$ cat src/rtl/ssk_pkg.sv
package ssk_pkg;

    typedef enum logic [2:0] {
        S_OFF   = 3'd0,
        S_SOFT  = 3'd1,
        S_RUN   = 3'd2,
        S_SKIP  = 3'd3,
        S_SRAMP = 3'd4
    } env_state_e;

    typedef enum logic [1:0] {
        REG_ADJ   = 2'd0,
        REG_FORCE = 2'd1,
        REG_OPEN  = 2'd2,
        REG_LATCH = 2'd3
    } pin_region_e;

endpackage

$ cat src/rtl/ssk_region_dec.sv
module ssk_region_dec
    import ssk_pkg::*;
#(
    parameter int CODE_W    = 10,
    parameter int RAMP_FULL = 100
) (
    input  logic              pin_ovr_mid,
    input  logic              pin_ovr_rst,
    input  logic              pin_ovr_lat,
    input  logic [CODE_W-1:0] skip_lvl,
    input  logic [CODE_W-1:0] fb_code,
    output pin_region_e       region,
    output logic              skip_req
);

    // Default threshold is 1.2 V; a pin level at or above 3.0 V means "always skip".
    localparam logic [CODE_W-1:0] DEF_SKIP = CODE_W'((RAMP_FULL * 6) / 5);
    localparam logic [CODE_W-1:0] SKIP_ALL = CODE_W'(RAMP_FULL * 3);

    always_comb begin
        if (pin_ovr_lat)      region = REG_LATCH;
        else if (pin_ovr_rst) region = REG_OPEN;
        else if (pin_ovr_mid) region = REG_FORCE;
        else                  region = REG_ADJ;
    end

    always_comb begin
        unique case (region)
            REG_ADJ:   skip_req = (skip_lvl >= SKIP_ALL) || (fb_code < skip_lvl);
            REG_FORCE: skip_req = 1'b1;
            REG_OPEN,
            REG_LATCH: skip_req = (fb_code < DEF_SKIP);
            default:   skip_req = 1'b1;
        endcase
    end

endmodule

$ cat src/rtl/ssk_ramp_gen.sv
module ssk_ramp_gen #(
    parameter int CODE_W      = 10,
    parameter int RAMP_FULL   = 100,
    parameter int LONG_TICKS  = 40,
    parameter int SHORT_TICKS = 3
) (
    input  logic              clk,
    input  logic              rst_n,
    input  logic              clr,
    input  logic              tick,
    input  logic              short_sel,
    output logic [CODE_W-1:0] value,
    output logic              done
);

    localparam int CNT_W = $clog2(LONG_TICKS + 1);
    localparam logic [CNT_W-1:0] LONG_LIM  = CNT_W'(LONG_TICKS);
    localparam logic [CNT_W-1:0] SHORT_LIM = CNT_W'(SHORT_TICKS);
    localparam logic [CODE_W-1:0] FULL     = CODE_W'(RAMP_FULL);

    logic [CNT_W-1:0] cnt;
    logic [CNT_W-1:0] lim;
    logic [31:0]      prod;

    assign lim  = short_sel ? SHORT_LIM : LONG_LIM;
    assign done = (cnt == lim);
    assign prod = 32'(cnt) * 32'(RAMP_FULL);

    always_ff @(posedge clk or negedge rst_n) begin
        if (!rst_n)                cnt <= '0;
        else if (clr)              cnt <= '0;
        else if (tick && cnt < lim) cnt <= cnt + 1'b1;
    end

    // Exact division by the selected length; both divisors are constants.
    always_comb begin
        if (short_sel) value = CODE_W'(prod / 32'(SHORT_TICKS));
        else           value = CODE_W'(prod / 32'(LONG_TICKS));
    end


    hold_no_tick_chk: assert property (@(posedge clk) disable iff (!rst_n)
        (!clr && !tick) |=> $stable(cnt));


    long_full_chk: assert property (@(posedge clk) disable iff (!rst_n)
        (!short_sel && done) |-> (value == FULL));


    short_full_chk: assert property (@(posedge clk) disable iff (!rst_n)
        (short_sel && done) |-> (value == FULL));

endmodule

$ cat src/rtl/ssk_envelope.sv
module ssk_envelope
    import ssk_pkg::*;
#(
    parameter int CODE_W      = 10,
    parameter int RAMP_FULL   = 100,
    parameter int LONG_TICKS  = 40,
    parameter int SHORT_TICKS = 3
) (
    input  logic              clk,
    input  logic              rst_n,
    input  logic              tick,
    input  logic              ss_trig,
    input  logic [CODE_W-1:0] fb_code,
    input  logic [CODE_W-1:0] skip_lvl,
    input  logic              pin_ovr_mid,
    input  logic              pin_ovr_rst,
    input  logic              pin_ovr_lat,
    output logic [CODE_W-1:0] mod_code,
    output logic              drive_en,
    output logic              latch_req
);

    // Heavy-load level: 2.85 V on the feedback scale.
    localparam logic [CODE_W-1:0] TLD_CODE = CODE_W'((RAMP_FULL * 57) / 20);
    localparam logic [CODE_W-1:0] FULL     = CODE_W'(RAMP_FULL);

    env_state_e        state, nxt;
    pin_region_e       region;
    logic              skip_req;
    logic              ramp_clr;
    logic              ramp_done;
    logic [CODE_W-1:0] ramp_val;
    logic [CODE_W-1:0] fb_div3;
    logic [CODE_W-1:0] env;

    ssk_region_dec #(.CODE_W(CODE_W), .RAMP_FULL(RAMP_FULL)) u_dec (
        .pin_ovr_mid (pin_ovr_mid),
        .pin_ovr_rst (pin_ovr_rst),
        .pin_ovr_lat (pin_ovr_lat),
        .skip_lvl    (skip_lvl),
        .fb_code     (fb_code),
        .region      (region),
        .skip_req    (skip_req)
    );

    ssk_ramp_gen #(
        .CODE_W(CODE_W), .RAMP_FULL(RAMP_FULL),
        .LONG_TICKS(LONG_TICKS), .SHORT_TICKS(SHORT_TICKS)
    ) u_ramp (
        .clk       (clk),
        .rst_n     (rst_n),
        .clr       (ramp_clr),
        .tick      (tick),
        .short_sel (state == S_SRAMP),
        .value     (ramp_val),
        .done      (ramp_done)
    );

    // Next state and ramp clear
    always_comb begin
        nxt      = state;
        ramp_clr = 1'b0;
        if (ss_trig) begin
            nxt      = S_SOFT;
            ramp_clr = 1'b1;
        end else begin
            unique case (state)
                S_OFF: nxt = S_OFF;
                S_SOFT: begin
                    if (skip_req)       nxt = S_SKIP;
                    else if (ramp_done) nxt = S_RUN;
                end
                S_RUN: begin
                    if (skip_req) nxt = S_SKIP;
                end
                S_SKIP: begin
                    if (!skip_req) begin
                        if (fb_code > TLD_CODE) begin
                            nxt = S_RUN;
                        end else begin
                            nxt      = S_SRAMP;
                            ramp_clr = 1'b1;
                        end
                    end
                end
                S_SRAMP: begin
                    if (skip_req)       nxt = S_SKIP;
                    else if (ramp_done) nxt = S_RUN;
                end
                default: nxt = S_OFF;
            endcase
        end
    end

    // State register
    always_ff @(posedge clk or negedge rst_n) begin
        if (!rst_n) state <= S_OFF;
        else        state <= nxt;
    end

    // Outputs
    assign fb_div3 = fb_code / CODE_W'(3);

    always_comb begin
        drive_en = 1'b0;
        env      = '0;
        unique case (state)
            S_SOFT, S_SRAMP: begin drive_en = 1'b1; env = ramp_val; end
            S_RUN:           begin drive_en = 1'b1; env = FULL;     end
            S_OFF, S_SKIP:   begin drive_en = 1'b0; env = '0;       end
            default:         begin drive_en = 1'b0; env = '0;       end
        endcase
        mod_code  = (env < fb_div3) ? env : fb_div3;
        latch_req = (region == REG_LATCH);
    end


    mod_ceiling_chk: assert property (@(posedge clk) disable iff (!rst_n)
        drive_en |-> (mod_code <= FULL && mod_code <= fb_div3));


    skip_off_chk: assert property (@(posedge clk) disable iff (!rst_n)
        (skip_req && !ss_trig) |=> (!drive_en && mod_code == '0));


    tld_bypass_chk: assert property (@(posedge clk) disable iff (!rst_n)
        (state == S_SKIP && !skip_req && fb_code > TLD_CODE && !ss_trig) |=> (state == S_RUN));


    force_skip_chk: assert property (@(posedge clk) disable iff (!rst_n)
        (pin_ovr_mid && !pin_ovr_rst && !pin_ovr_lat && !ss_trig) |=> !drive_en);


    zero_thr_chk: assert property (@(posedge clk) disable iff (!rst_n)
        (state == S_RUN && !pin_ovr_mid && !pin_ovr_rst && !pin_ovr_lat
         && skip_lvl == '0) |=> drive_en);


    restart_chk: assert property (@(posedge clk) disable iff (!rst_n)
        ss_trig |=> (drive_en && mod_code == '0));


    off_hold_chk: assert property (@(posedge clk) disable iff (!rst_n)
        (state == S_OFF && !ss_trig) |=> !drive_en);

endmodule

$ cat config.mk
export PLATFORM = sky130hd
export DESIGN_NAME = ssk_envelope
export DESIGN_NICKNAME = d
export VERILOG_FILES = /design/src/rtl/ssk_pkg.sv /design/src/rtl/ssk_region_dec.sv /design/src/rtl/ssk_ramp_gen.sv /design/src/rtl/ssk_envelope.sv
export SDC_FILE = /design/constraint.sdc
export NUM_CORES = 1
export LEC_CHECK = 0
export BUFFER_PORTS_ARGS = -buffer_cell sky130_fd_sc_hd__buf_2
export CORE_MARGIN = 8
export CORE_UTILIZATION = 50
export CTS_BUF_LIST = sky130_fd_sc_hd__clkbuf_8
export DETAILED_ROUTE_END_ITERATION = 10
export GPL_TIMING_DRIVEN = 0
export PLACE_DENSITY = 0.77
export SYNTH_ARGS = -nofsm -noshare
export SYNTH_HDL_FRONTEND = slang
export SYNTH_SLANG_ARGS = --single-unit
$ cat constraint.sdc
create_clock -name clk -period 76.9 [get_ports clk]
set_input_delay 15.38 -clock clk [delete_from_list [all_inputs] [get_ports clk]]
set_output_delay 15.38 -clock clk [all_outputs]
set_load 0.005 [all_outputs]
# Word-level counts from Yosys, hierarchy flattened
# Cells that the tools add are included.
[classes]
n_lt_le_gt_ge = 6
n_reduce_logical = 8
eq_ne = 11
mul = 1
n_addsub = 1
div = 3
n_mux = 22
[op_table]
columns = ["cell", "count"]
rows = [
  ["$div A13 B2 Y32 const B", 1],
  ["$div A13 B6 Y32 const B", 1],
  ["$lt A10 B10 Y1", 2],
  ["$mux W10", 2],
  ["$pmux W10 S2", 1],
  ["$mux W3", 6],
  ["$mux W6", 3],
  ["$mul A6 B5 Y11 const B", 1],
  ["$div A10 B2 Y10 const B", 1],
  ["$ge A10 B9 Y1 const B", 1],
  ["$gt A10 B9 Y1 const B", 1],
  ["$lt A10 B7 Y1 const B", 1],
  ["$pmux W3 S3", 1],
  ["$add A6 B1 Y6 const B", 1],
  ["$eq A3 B2 Y1 const B", 2],
  ["$eq A6 B6 Y1", 1],
  ["$lt A6 B6 Y1", 1],
  ["$mux W1", 6],
  ["$ne A3 B3 Y1 const B", 2],
  ["$eq A2 B2 Y1 const B", 2],
  ["$mux W2", 2],
  ["$ne A4 B1 Y1 const B", 1],
  ["$reduce_or A2 Y1", 2],
  ["$eq A3 B1 Y1 const B", 1],
  ["9 further kinds", 9],
]
[word_totals]
ff_bits = 9
wordCells = 54

# Longest topological paths before layout
[logic_depth]
depth_word = 10
ltp_mapped = 126

# Modules after synthesis
# Synthesis repeated with hierarchy kept, for this count alone.
[hier_totals]
hier_cells = 1120
hier_area_um2 = 8216.6
[by_module_without_submodules]
columns = ["module", "area_each_um2", "cells_per_inst", "seq_area_each_um2", "n_inst"]
rows = [
  ["ssk_ramp_gen", 6419.9, 862, 150.1, 1],
  ["ssk_envelope", 1501.4, 217, 75.1, 1],
  ["ssk_region_dec", 295.3, 41, 0.0, 1],
]

# Least setup slack after synthesis
# No wires, ideal clock.
[synth_path]
kind = "register to output"
startpoint = "reg u_ramp.cnt[2]"
endpoint = "out mod_code[1]"
path_slack_ps = 35184
required_time_ps = 61520
stages_incl_launch_ff = 120
t_arrival_ps = 26336
path_buffers = 8
cell_sequence = "dfrtp_1 clkbuf_1 clkinv_1 ha_1 ha_1 ha_1 fa_1 nand3_1 a21oi_1 or4_1 nand3_1 ha_1 nand4bb_1 nor4_1 mux2i_1 ha_1 inv_1 a211oi_2 (+84 left out) xor2_1 ha_1 or2_2 or4_4 nor3_4 nand2_1 o211ai_1 o21ai_0 xor2_1 ha_1 a2111oi_0 a211oi_1 a311oi_1 nand3b_1 o311a_2 o41ai_4 o21ai_4 mux2_4"
[synth_between]
elab_chain_len = 6
[synth_lines]
columns = ["item", "line_no", "text"]
rows = [
  ["start, declared", "ssk_ramp_gen.sv:21", "logic [CNT_W-1:0] cnt;"],
  ["start signal, assigned", "ssk_ramp_gen.sv:32", "else if (tick && cnt < lim) cnt <= cnt + 1'b1;"],
  ["$mul A6 B5 Y11 (*)", "ssk_ramp_gen.sv:27", "assign prod = 32'(cnt) * 32'(RAMP_FULL);"],
  ["$div A13 B6 Y32 / $div A13 B2 Y32 (equally long branches)", "ssk_ramp_gen.sv:38, ssk_ramp_gen.sv:37", ""],
  ["$mux W10 (*)", "ssk_ramp_gen.sv:37", "if (short_sel) value = CODE_W'(prod / 32'(SHORT_TICKS));"],
  ["$pmux W10 S2 (*)", "ssk_envelope.sv:107", "unique case (state)"],
  ["$lt A10 B10 Y1", "ssk_envelope.sv:113", "mod_code = (env < fb_div3) ? env : fb_div3;"],
  ["$mux W10 (*)", "ssk_envelope.sv:113", ""],
  ["end, declared", "ssk_envelope.sv:18", "output logic [CODE_W-1:0] mod_code,"],
]
# Mark *: on every way between the ends. The rest lies on a longest branch, timed or not.

# Final worst setup path
[layout_path]
startpoint = "reg u_ramp.cnt[2]"
endpoint = "out mod_code[5]"
# Same word-level chain as after synthesis.

==> results by group <==
Global routing
  – Total Routing Usage GR: 21.2%
  – Grt ovf: 0
  – Initial antenna violation count: 0
  – Number of global-route vias before repair: 8163
  – First-pass GRT wire length: 39600 um
  – Largest net degree at the start of global routing: 33

Final layout
  – Post-route cell area: 8850 um^2
  – Most frequent cells in the layout: 100 x nor2_1, 91 x ha_1, 76 x nand2_1
  – Most common cell after layout, fill and taps aside: nor2_1
  – Antenna diodes: 0
  – Nets: 1296
  – Share of cells above drive strength 1: 13.4%
  – Cell Count, Final, Fillers Out: 1396
  – Area grow syn2layout: 6.09%

Synth
  – Cells after synthesis: 1135
  – Synth top area share: 13.6%
  – Unique cell type count in the Yosys netlist: 124
  – Area leader, netlist: ha_1
  – Post-synthesis sequential area ratio: 2.70%
  – Synthesized flop and latch total: 9
  – EDFF count, synth: 0
  – Post-synth design cell area: 8340 um^2
  – Post-synth top flop: dfrtp_1
  – Ranking of synthesized cells by area: ha_1 14%, xnor2_1 4.5%, nor2_1 4.5%
  – YS warnings: 0
  – Avg Inst Size Synth: 7.35 um^2
  – Asr flop ratio synth: 100%
  – Mapped Nets: 1254

Floorplanning
  – Placement Rows: 47
  – Die Height: 145 um
  – Starting Density: 50.7%
  – Die area: 21100 um^2
  – Die W: 145 um
  – I/O pins: 39
  – Core Region: 16500 um^2

Clocking
  – Num CTS Buffers: 3
  – Hold-fix buffers, CTS: 0
  – Root Buffer: clkbuf_8
  – Quantity of gates resized following cts: 0
  – CTS max path bufs: 2
  – Post-CTS repair timing setup buffer count: 0
  – H-tree depth: 1
  – Clock transition at the registers of the reported paths: 0.05 ns
  – Clk sinks: 9
  – CTS tree: yes
  – Later-pin clock latency in the skew report: 0.23 ns

STA
  – RSZ-0062 raised after global routing: false
  – # setup viols final: 0
  – Fin. max-slew vios: 0
  – Relative slew slack: 33.4%
  – TNS Setup: 0 ns
  – Fin. Hold Viols: 0
  – Max Fclk: 21.2 MHz
  – Minimum clock period: 47.06 ns
  – Worst-Margin Slew: 0.990 ns
  – Final Skew: 0.00184 ns
  – Crit share post-route: 61.2%

Place
  – HPWL Detailed: 19200 um
  – Port bufs: 37
  – Placed insts: 1392
  – Placed Area: 8810 um^2
  – GP Congestion: 0.915

Min path
  – Hold Crit Depth: 1
  – Hold/Removal Path Class: register to register
  – Hold_sp: state[2]
  – WHS Endpoint: state[0]

Worst setup path
  – Critical-path top delay cell: dlygate4sd3_1
  – CP Launch Type: register
  – WS Path Type: register to output port
  – CP Max Fanout: 10
  – CP Capture Type: output port
  – Largest stage delay, worst path: 0.78 ns
  – R2R setup slack: 72.72 ns
  – CP arrival: 31.68 ns
  – Path depth of the worst reg2reg path: 13
  – Reg-to-reg endpoint: u_ramp.cnt[4]
  – CP most frequent cell: ha_1
  – RR Startpoint: state[0]
  – CP Data Required Time: 61.52 ns

Detailed routing
  – DRT Pass-1 Iters: 6
  – Final ANT Viol Nets: 0
  – DR vias: 9151
  – Vias per cell: 6.56
  – Post-route DRC violation count: 0
  – DRC marker count from the first detailed-route iteration: 900
  – Routed wire per std cell: 17.2 um
  – Final WL: 24000 um

Power
  – Power Density: 11.2 nW/um^2
  – Leakage power: 3.97 nW
  – Maximum vdd ir drop: 0.00927 mV

Run status
  – Run status: finished, final reports clean

Run
  – Max_cap viols: 0
==> critical path: cells and delay by family, from the launching register on <==
family | cells | cell delay, ns
AO/OA/AOI/OAI | 49 | 11.76
XOR/XNOR | 5 | 1.09
buffers and inverters | 13 | 3.49
flip-flops | 1 | 0.40
multiplexers | 4 | 1.67
adder cells (fa/ha/maj) | 17 | 5.40
AND/OR/NAND/NOR | 34 | 7.60
==> Yosys cell counts (all sizes together) (10+ instances only) <==
| library cell | instances |
|---|---|
| nor2 | 100 |
| ha | 91 |
| nand2 | 77 |
| inv | 64 |
| o21ai | 62 |
| a21oi | 55 |
| nor3 | 45 |
| xnor2 | 43 |
| nand3 | 38 |
| a211oi | 31 |
| mux2i | 27 |
| a21o | 24 |
| xor2 | 24 |
| a31oi | 21 |
| buf | 21 |
| o21a | 21 |
| clkbuf | 19 |
| and3 | 18 |
| nand4 | 18 |
| o211ai | 18 |
| nand2b | 17 |
| nor4 | 17 |
| and2 | 16 |
| or3 | 16 |
| nor2b | 15 |
| o31ai | 13 |
| or2 | 13 |
| mux2 | 12 |
| a221oi | 11 |
| a2111oi | 10 |
| a211o | 10 |
==> state kept, by name, indices dropped and copies added (netlist names) <==
register    flops
u_ramp.cnt      6
state           3
==> routing by layer <==
layer  global-route usage [%]  vias up  wire (um)
li1                         -     4452          -
met2                     35.0      349      11000
met4                     4.74        0        396
met1                     29.6     4314      11200
met3                     1.49       36       1380
met5                        0        -          0
==> cell type report <==
type	count	area, um^2
sequential	9	225
tap	220	275
clock inverter	1	3.75
clock buffer	3	41.3
multi-input combinational	1020	7610
inverter	65	246
buffer	41	262
timing repair buffer	37	185
fill	1602	7610
==> worst max path at each step <==
stage                     depth (start not counted)     startpoint  slack [ns]          end
final                                           122  u_ramp.cnt[2]       29.84  mod_code[5]
after CTS                                       122  u_ramp.cnt[2]       30.49  mod_code[5]
after global routing                            122  u_ramp.cnt[2]       27.89  mod_code[5]
after detailed placement                        122  u_ramp.cnt[2]       30.84  mod_code[5]
after global placement                          122  u_ramp.cnt[2]       31.02  mod_code[5]
after floorplan                                 119  u_ramp.cnt[2]       35.18  mod_code[1]
==> through the flow <==
stage	power (mW)	hold WS [ns]	setup slack [ns]	util [%]
2_1_floorplan	0.0732	0.523	35.18	-
3_3_place_gp	0.0887	0.569	31.02	53.5
3_5_place_dp	0.0910	0.586	30.84	53.5
4_1_cts	0.0969	0.596	30.49	53.8
5_1_grt	0.107	0.641	27.89	53.8
6_report	0.0988	0.590	29.84	53.8
==> where the power goes <==
| part | switching (mW) | internal, mW | total (mW) | leakage, nW |
|---|---|---|---|---|
| sequential | 0.000427 | 0.00498 | 0.00541 | 0.119 |
| combinational | 0.0523 | 0.0357 | 0.0880 | 3.83 |
| clock | 0.00191 | 0.00348 | 0.00539 | 0.0269 |
| total | 0.0547 | 0.0442 | 0.0988 | 3.97 |
==> cell families (layout without fill, tap and decap cells) <==
| logic type | after synthesis | count (layout) | synth area share [%] |
|---|---|---|---|
| AND/OR/NAND/NOR | 435 | 435 | 29.0 |
| AO/OA/AOI/OAI | 385 | 385 | 36.0 |
| buffers and inverters | 106 | 147 | 6.06 |
| adder cells (fa/ha/maj) | 93 | 93 | 14.0 |
| XOR/XNOR | 67 | 67 | 7.12 |
| multiplexers | 39 | 39 | 5.13 |
| flip-flops | 9 | 9 | 2.70 |
| other | 1 | 1 | 0.0449 |
Note: power is estimated with default switching activity, not from simulation.
